### src/rtl/tmr_pkg.sv
package tmr_pkg;
  typedef enum logic [1:0] {
    MODE_CMP  = 2'b00,
    MODE_PWM  = 2'b01,
    MODE_CAP  = 2'b10,
    MODE_IDLE = 2'b11
  } tmr_mode_e;

  localparam int unsigned LVL_REG_W = 8;
  localparam int unsigned LVL_W     = 2;
  localparam int unsigned ADDR_W    = 3;

  localparam logic [ADDR_W-1:0] A_CTRL = 3'd0;
  localparam logic [ADDR_W-1:0] A_LVL  = 3'd1;
  localparam logic [ADDR_W-1:0] A_GREG = 3'd2;
  localparam logic [ADDR_W-1:0] A_STAT = 3'd3;
  localparam logic [ADDR_W-1:0] A_CNT  = 3'd4;
endpackage

### src/rtl/tmr_counter.sv
module tmr_counter #(
  parameter int unsigned CNT_W = 16
) (
  input  logic             clk_i,
  input  logic             rst_ni,
  input  logic             run_i,
  output logic [CNT_W-1:0] cnt_o
);
  logic [CNT_W-1:0] cnt_q;

  always_ff @(posedge clk_i or negedge rst_ni) begin
    if (!rst_ni)    cnt_q <= '0;
    else if (run_i) cnt_q <= cnt_q + 1'b1;  // natural wrap
  end

  assign cnt_o = cnt_q;
endmodule

### src/rtl/tmr_edge_sync.sv
module tmr_edge_sync #(
  parameter int unsigned STAGES = 2
) (
  input  logic                      clk_i,
  input  logic                      rst_ni,
  input  logic                      tin_i,
  input  logic                      en_i,
  input  logic [tmr_pkg::LVL_W-1:0] sel_i,
  output logic                      evt_o
);
  logic [STAGES-1:0] sync_q;
  logic              hist_q;
  logic              sync_v;
  logic              rise, fall;

  generate
    if (STAGES == 1) begin : g_single
      always_ff @(posedge clk_i or negedge rst_ni) begin
        if (!rst_ni) sync_q <= '0;
        else         sync_q <= tin_i;
      end
    end else begin : g_chain
      always_ff @(posedge clk_i or negedge rst_ni) begin
        if (!rst_ni) sync_q <= '0;
        else         sync_q <= {sync_q[STAGES-2:0], tin_i};
      end
    end
  endgenerate

  assign sync_v = sync_q[STAGES-1];

  always_ff @(posedge clk_i or negedge rst_ni) begin
    if (!rst_ni) hist_q <= 1'b0;
    else         hist_q <= sync_v;
  end

  assign rise  = sync_v & ~hist_q;
  assign fall  = ~sync_v & hist_q;
  // sel bit 0 arms rising, bit 1 arms falling
  assign evt_o = en_i & ((sel_i[0] & rise) | (sel_i[1] & fall));
endmodule

### src/rtl/tmr_out_gen.sv
module tmr_out_gen #(
  parameter int unsigned CNT_W = 16
) (
  input  logic                      clk_i,
  input  logic                      rst_ni,
  input  tmr_pkg::tmr_mode_e        mode_i,
  input  logic [tmr_pkg::LVL_W-1:0] lvl_i,
  input  logic                      run_i,
  input  logic [CNT_W-1:0]          cnt_i,
  input  logic [CNT_W-1:0]          greg_i,
  output logic                      out_o
);
  import tmr_pkg::*;

  logic out_q, out_d;
  logic match, at_or_below;

  assign match       = run_i && (cnt_i == greg_i);  // pre-increment value
  assign at_or_below = (cnt_i <= greg_i);

  always_comb begin
    out_d = out_q;
    case (mode_i)
      MODE_CMP: begin
        if (match) begin
          case (lvl_i)
            2'b00:   out_d = 1'b0;
            2'b01:   out_d = 1'b1;
            2'b10:   out_d = ~out_q;
            default: out_d = out_q;
          endcase
        end
      end
      MODE_PWM: begin
        if (lvl_i[1]) out_d = 1'b0;
        else          out_d = at_or_below ? lvl_i[0] : ~lvl_i[0];
      end
      default: out_d = out_q;
    endcase
  end

  always_ff @(posedge clk_i or negedge rst_ni) begin
    if (!rst_ni) out_q <= 1'b0;
    else         out_q <= out_d;
  end

  assign out_o = out_q;
endmodule

### src/rtl/tmr_regs.sv
module tmr_regs #(
  parameter int unsigned CNT_W = 16
) (
  input  logic                       clk_i,
  input  logic                       rst_ni,
  input  logic                       we_i,
  input  logic [tmr_pkg::ADDR_W-1:0] addr_i,
  input  logic [CNT_W-1:0]           wdata_i,
  output logic [CNT_W-1:0]           rdata_o,
  input  logic                       cap_evt_i,
  input  logic [CNT_W-1:0]           cnt_i,
  output logic                       run_o,
  output tmr_pkg::tmr_mode_e         mode_o,
  output logic [tmr_pkg::LVL_W-1:0]  lvl_o,
  output logic [CNT_W-1:0]           greg_o,
  output logic                       flag_o
);
  import tmr_pkg::*;

  logic             run_q;
  tmr_mode_e        mode_q;
  logic [LVL_W-1:0] lvl_q;
  logic [CNT_W-1:0] greg_q;
  logic             flag_q;

  logic wr_ctrl, wr_lvl, wr_greg, wr_stat;
  assign wr_ctrl = we_i && (addr_i == A_CTRL);
  assign wr_lvl  = we_i && (addr_i == A_LVL);
  assign wr_greg = we_i && (addr_i == A_GREG);
  assign wr_stat = we_i && (addr_i == A_STAT);

  always_ff @(posedge clk_i or negedge rst_ni) begin
    if (!rst_ni) begin
      run_q  <= 1'b0;
      mode_q <= MODE_CMP;
    end else if (wr_ctrl) begin
      run_q  <= wdata_i[0];
      mode_q <= tmr_mode_e'(wdata_i[2:1]);
    end
  end

  // reserved level bits are dropped on write
  always_ff @(posedge clk_i or negedge rst_ni) begin
    if (!rst_ni)     lvl_q <= '0;
    else if (wr_lvl) lvl_q <= wdata_i[LVL_W-1:0];
  end

  always_ff @(posedge clk_i or negedge rst_ni) begin
    if (!rst_ni)        greg_q <= '0;
    else if (cap_evt_i) greg_q <= cnt_i;
    else if (wr_greg)   greg_q <= wdata_i;
  end

  always_ff @(posedge clk_i or negedge rst_ni) begin
    if (!rst_ni)                     flag_q <= 1'b0;
    else if (cap_evt_i)              flag_q <= 1'b1;
    else if (wr_stat && wdata_i[0])  flag_q <= 1'b0;
  end

  always_comb begin
    rdata_o = '0;
    case (addr_i)
      A_CTRL: begin
        rdata_o[0]   = run_q;
        rdata_o[2:1] = mode_q;
      end
      A_LVL:  rdata_o[LVL_W-1:0] = lvl_q;
      A_GREG: rdata_o = greg_q;
      A_STAT: rdata_o[0] = flag_q;
      A_CNT:  rdata_o = cnt_i;
      default: rdata_o = '0;
    endcase
  end

  assign run_o  = run_q;
  assign mode_o = mode_q;
  assign lvl_o  = lvl_q;
  assign greg_o = greg_q;
  assign flag_o = flag_q;
endmodule

### src/rtl/tmr_chan.sv
module tmr_chan #(
  parameter int unsigned CNT_W       = 16,
  parameter int unsigned SYNC_STAGES = 2
) (
  input  logic                       clk_i,
  input  logic                       rst_ni,
  input  logic                       we_i,
  input  logic [tmr_pkg::ADDR_W-1:0] addr_i,
  input  logic [CNT_W-1:0]           wdata_i,
  output logic [CNT_W-1:0]           rdata_o,
  input  logic                       tin_i,
  output logic                       tout_o,
  output logic                       cap_flag_o
);
  import tmr_pkg::*;

  logic             run;
  tmr_mode_e        mode;
  logic [LVL_W-1:0] lvl;
  logic [CNT_W-1:0] greg;
  logic [CNT_W-1:0] cnt;
  logic             cap_evt;
  logic             cap_en;

  assign cap_en = (mode == MODE_CAP);

  tmr_counter #(.CNT_W(CNT_W)) u_cnt (
    .clk_i (clk_i),
    .rst_ni(rst_ni),
    .run_i (run),
    .cnt_o (cnt)
  );

  tmr_edge_sync #(.STAGES(SYNC_STAGES)) u_sync (
    .clk_i (clk_i),
    .rst_ni(rst_ni),
    .tin_i (tin_i),
    .en_i  (cap_en),
    .sel_i (lvl),
    .evt_o (cap_evt)
  );

  tmr_regs #(.CNT_W(CNT_W)) u_regs (
    .clk_i    (clk_i),
    .rst_ni   (rst_ni),
    .we_i     (we_i),
    .addr_i   (addr_i),
    .wdata_i  (wdata_i),
    .rdata_o  (rdata_o),
    .cap_evt_i(cap_evt),
    .cnt_i    (cnt),
    .run_o    (run),
    .mode_o   (mode),
    .lvl_o    (lvl),
    .greg_o   (greg),
    .flag_o   (cap_flag_o)
  );

  tmr_out_gen #(.CNT_W(CNT_W)) u_out (
    .clk_i (clk_i),
    .rst_ni(rst_ni),
    .mode_i(mode),
    .lvl_i (lvl),
    .run_i (run),
    .cnt_i (cnt),
    .greg_i(greg),
    .out_o (tout_o)
  );
endmodule

### config.mk
export PLATFORM = sky130hd
export DESIGN_NAME = tmr_chan
export DESIGN_NICKNAME = d
export VERILOG_FILES = /design/src/rtl/tmr_pkg.sv /design/src/rtl/tmr_counter.sv /design/src/rtl/tmr_edge_sync.sv /design/src/rtl/tmr_out_gen.sv /design/src/rtl/tmr_regs.sv /design/src/rtl/tmr_chan.sv
export SDC_FILE = /design/constraint.sdc
export NUM_CORES = 1
export LEC_CHECK = 0
export BUFFER_PORTS_ARGS = -buffer_cell sky130_fd_sc_hd__buf_2
export CAP_MARGIN = 10
export CORE_ASPECT_RATIO = 1.25
export CORE_MARGIN = 1
export CORE_UTILIZATION = 25
export DETAILED_ROUTE_END_ITERATION = 12
export GPL_TIMING_DRIVEN = 0
export HOLD_SLACK_MARGIN = 0.06
export PLACE_DENSITY_LB_ADDON = 0.2
export SLEW_MARGIN = 30
export SYNTH_ARGS = -nofsm -noshare
export SYNTH_HDL_FRONTEND = slang
export SYNTH_SLANG_ARGS = --single-unit
export TNS_END_PERCENT = 20
### constraint.sdc
create_clock -name clk_i -period 2.35 [get_ports clk_i]
set_input_delay 0.47 -clock clk_i [delete_from_list [all_inputs] [get_ports clk_i]]
set_output_delay 0.47 -clock clk_i [all_outputs]
set_load 0.01 [all_outputs]
# After elaboration in Yosys (flattened, before gate mapping)
# Cells that the tools add are included.
# classes
n_addsub	1
magnitude_cmp	1
n_eq_ne	11
muxes	13
bitwise	10
reduce_logical	13
# ops
op	count
$mux 16	2
$pmux 13 s2	1
$add 16x1->16 const B	1
$eq 16x16->1	1
$le 16x16->1	1
$eq 3x2->1 const B	2
$logic_and 1x1->1	6
$pmux 1 s3	2
$reduce_bool 2->1	3
$and 1x1->1	5
$mux 1	5
$pmux 1 s5	1
$eq 2x1->1 const B	2
$eq 2x2->1 const B	2
$logic_not 2->1	2
$ne 4x4->1 const B	1
$not 1->1	4
$pmux 1 s4	1
$eq 3x1->1 const B	1
$eq 3x3->1 const B	1
$logic_not 3->1	1
$reduce_and 3->1	1
$ne 2x1->1 const B	1
$pmux 1 s2	1
$or 1x1->1	1
# word_totals
regBits	42
in_bits	23
output_inout_bits	18
elab_cells	58

# Depth between registers and ports, before layout
# logic_depth
word_depth	6
depth_mapped	8
mapped_depth_nobuf	8

# Modules after synthesis
# Synthesis repeated with hierarchy kept, for this count alone.
# hier_totals
hier_cells	273
hier_area_um2	2668.8
# by_module_without_submodules
module	instances	cells_per_inst	area_each_um2
tmr_regs	1	134	1296.2
tmr_counter	1	56	695.7
tmr_out_gen	1	76	566.8
tmr_edge_sync	1	6	96.3
tmr_chan	1	1	13.8

# Worst setup path after synthesis
# Ideal clock, no wire load.
# synth_path
kind	flip-flop to flip-flop
start	reg u_cnt.cnt_q[11] (netlist: u_cnt.cnt_o[11])
end	reg u_out.out_q (netlist: u_out.out_o)
arrival_ps	1806
slack_ps	423
path_stages_with_launch	8
cell_sequence	dfrtp_1 ha_1 a21oi_1 o21ai_1 a221oi_2 nor3_1 a311o_1 a22o_1
# synth_via
elab_chain_len	4
elab_cells_between_ends	8
classes_between	order compare (1); eq/ne (2); mux (3); reduce/logical (2)
# synth_rtl
element	line_no	source
from (decl)	tmr_counter.sv:9	logic [CNT_W-1:0] cnt_q;
from (signal assigned)	tmr_counter.sv:13	else if (run_i) cnt_q <= cnt_q + 1'b1;
$le 16x16->1 or $eq 16x16->1 (tied branches)	tmr_out_gen.sv:19, tmr_out_gen.sv:18	
$mux 1 or $logic_and 1x1->1 (tied branches)	tmr_out_gen.sv:36, tmr_out_gen.sv:18	
$mux 1 or $ne 2x1->1 (tied branches)	--	
$pmux 1 s2 or $reduce_and 3->1 (tied branches)	--	
to (signal assigned)	tmr_out_gen.sv:44	else out_q <= out_d;
to (decl)	tmr_out_gen.sv:15	logic out_q, out_d;
# Several ways; a longest one is shown, not always the timed one.
# A chain may end at the register's enable or synchronous reset.

# Final worst setup path
# layout_path
start	in addr_i[2] (netlist bit)
end	out rdata_o[3]
# layout_via
elab_chain_len	2
elab_cells_between_ends	3
classes_between	eq/ne (2); mux (1)
# layout_rtl
element	line_no	source
from (decl)	tmr_chan.sv:8	input logic [tmr_pkg::ADDR_W-1:0] addr_i,
$eq 3x3->1 or $eq 3x2->1 (tied branches)	tmr_regs.sv:62	case (addr_i)
$pmux 13 s2 *	tmr_regs.sv:62	
to (decl)	tmr_chan.sv:10	output logic [CNT_W-1:0] rdata_o,
# Mark *: on every way between the ends. The rest lies on a longest branch, timed or not.

==> metrics.txt <==
Slew Limit Headroom 46.1%; Root Buffer Master clkbuf_16; Die ar. 10900 um2; ys async rst share 100%; Clock Skews 0.00847 ns; Cells after Synth 273; count of final setup violators 0; drt pass-1 iters 4; Hold Path Class input pin to async pin; crit path DAT 1.73 ns; Via density 4.79; fmax 0.454 GHz; Post-Syn Nets 316; 1st-iter DRT viols 81; top-area cell type share of the netlist area 40.2%; Avg WL per Cell 15.6 um; Die X 93.5 um; Synth area leaders dfrtp_1 (40%), ha_1 (9.6%), mux2i_1 (6.9%); Worst path max stage delay 0.34 ns; Final ANT Viol Nets 0; register area share after synthesis 40.2%; R2R Setup Slk 0.22 ns; # rows 41; Post-CTS Hold Fix Bufs 0; Unique masters post-synth 46; R2R Path Start u_cnt.cnt_o[7]; Overflow after GRT 0; Worst Path Required 1.88 ns; n_diodes 0; Worst-Skew Late Latency 0.29 ns; port buffer count 39; final worst-path cycle share 93.8%; Critical Path End Type primary output; DPL Wire Length 5.09 mm; Sw Pwr 1.04 mW; Sequential Power Share 38.4%; Placer Congestion 0.734; cell total after placement 441; Syn Area/Cell 9.58 um2; setup TNS 0 ns; Post-synth EDFFs 0; CP most frequent cell buf_2; first-pass GRT wire length 11.5 mm; H-Tree Depth 2; Worst Max-Slew Pin Slew 0.797 ns; largest net degree at the start of global routing 43; DR vias 2145; vias in the first global route 2119; Placeable Area 10200 um2; R2R depth 6; Sw Ratio 34.4%; Nets 361; Initial Util 25.8%; Post-Syn Area 2620 um2; Ys Warns 0; Final Cell Area 3180 um2; Post-Route WL 6.99 mm; WP buf/inv 4; max-slew violations 0; Power Density 948 nW/um2; Leakage 1.45 nW; max-cap viol count 0; worst hold slack 0.184 ns; CTS Buf Count 5; internal power 1.98 mW; clock share of power 31.3%; Worst VDD drop 0.000386 V; status completed; largest area contributor in the netlist dfrtp_1; fin crit period 2.20 ns; Area Growth Syn to Fin 21.4%; final cell count without fillers 448; global-route usage over all layers 14.2%; CTS tree yes; cell chain of the critical path buf_2 > inv_1 > nor2_2 > clkbuf_2 > a22oi_1 > nor2_1 > buf_2; clock sink count 42; Comb power frac 30.3%; Area after DPL 2980 um2; CP top delay family buffers and inverters; RSZ-0062 raised after global routing false; CP max-delay cell clkbuf_2; initial antenna violation count 0; Main synth FF type dfrtp_1; die height 116 um; final hold violations 0; fraction of layout cells with a size suffix above 1 21.0%; Synth Register Bits 42; CTS Buffer Depth 2; postcts setup bufs 0; fill count 1096; Residual DRC 0; Clk pin slew, worst setup/hold paths 0.06 ns; worst reg2reg path endpoint u_out.out_o; CP startpoint kind input pin; num ports 41; crit path kind input pin to primary output; Crit Path Max Fanout 10
==> routing by layer <==
metal,global-route usage (%),vias to the layer above,wire (um)
met2,23.6,57,3370
met1,18.9,1029,3220
met5,0,-,0
met3,2.28,7,283
li1,-,1052,-
met4,4.62,0,108
==> final cells by class <==
type | instances | area [um2] | area share (%)
repair buffers | 39 | 198 | 6.23
inverters | 23 | 86.3 | 2.72
clock buffers | 6 | 139 | 4.37
multi-input cells | 197 | 1420 | 44.8
well taps | 129 | 161 | 5.08
flip-flops and latches | 42 | 1050 | 33.1
plain buffers | 10 | 58.8 | 1.85
clock inverters | 2 | 60.1 | 1.89
==> metrics by stage <==
stage | setup slack (ns) | utilization, % | power (mW)
after floorplan | 0.423 | - | 1.77
after global placement | -0.157 | 29.3 | 2.07
after detailed placement | -0.146 | 29.3 | 2.09
after CTS | 0.0329 | 31.2 | 3.05
after global routing | 0.0305 | 31.3 | 3.26
final | 0.147 | 31.3 | 3.01
==> cell usage after synthesis, types with 2 or more instances <==
library cell and count:
dfrtp_1 42, nand2_1 32, inv_1 22, ha_1 20
nor2_1 19, mux2i_1 18, o21ai_0 18, a22oi_1 13
xnor2_1 12, a21oi_1 7, clkbuf_1 7, nand4_1 7
nand3_1 5, mux2_2 4, o21ai_1 4, and3_1 3
buf_4 3, nor3_1 3, xor2_1 3, a21o_1 2
a31oi_1 2, and4_1 2, o211ai_1 2
==> repair_timing <==
action	in CTS	in global routing
resized for setup	1	3
endpoints found under the setup margin	10	6
hold endpoints to repair	0	0
==> registers in the layout (all words and copies together), names as in the netlist <==
register and flops:
u_cnt.cnt_o 16, u_out.out_o 1, u_regs.flag_o 1, u_regs.greg_o 16
u_regs.lvl_o 2, u_regs.mode_o 2, u_regs.run_o 1, u_sync.hist_q 1
u_sync.sync_q 2
==> cell families after synthesis <==
logic type	count (synthesis)	synth area share [%]
buf+inv	34	5.60
mux	23	9.47
compound gates	57	14.1
xor+xnor	15	5.02
flops	42	40.2
fa+ha+maj	20	9.56
simple gates	82	16.1
==> power by group through the flow <==
stage	clock, mW	combinational [mW]	sequential, mW
3_3_place_gp	0	0.903	1.17
6_report	0.942	0.913	1.16
2_1_floorplan	0	0.672	1.10
4_1_cts	0.961	0.927	1.16
5_1_grt	1.00	1.06	1.20
3_5_place_dp	0	0.922	1.17
==> worst max path at each step <==
| stage | from | to | slack [ns] | cells after the start |
|---|---|---|---|---|
| 2_1_floorplan | u_cnt.cnt_o[11] | u_out.out_o | 0.42 | 7 |
| 3_3_place_gp | addr_i[2] | rdata_o[3] | -0.16 | 7 |
| 3_5_place_dp | addr_i[2] | rdata_o[3] | -0.15 | 7 |
| 4_1_cts | addr_i[0] | rdata_o[3] | 0.03 | 5 |
| 5_1_grt | u_cnt.cnt_o[11] | u_out.out_o | 0.03 | 7 |
| 6_report | addr_i[2] | rdata_o[3] | 0.15 | 7 |
==> layout by cell type (no fill, tap or decap), types with 2 or more instances in the layout <==
master     Yosys  final
nand4_1        7      7
and4_1         2      2
xor2_1         3      3
mux2_2         4      4
a21oi_1        7      7
buf_4          3      4
clkbuf_16      0      5
clkbuf_2       0      2
o21ai_1        4      4
o211ai_1       2      2
a22oi_1       13     13
a31oi_1        2      2
o21ai_0       18     18
and3_1         3      3
nand2_1       32     32
inv_1         22     22
buf_2          0     38
ha_1          20     20
mux2i_1       18     18
dfrtp_1       42     42
clkbuf_1       7      4
nor3_1         3      3
nor2_1        19     18
xnor2_1       12     12
a21o_1         2      2
nand3_1        5      5
bufinv_16      0      2
Note: power is estimated with default switching activity, not from simulation.
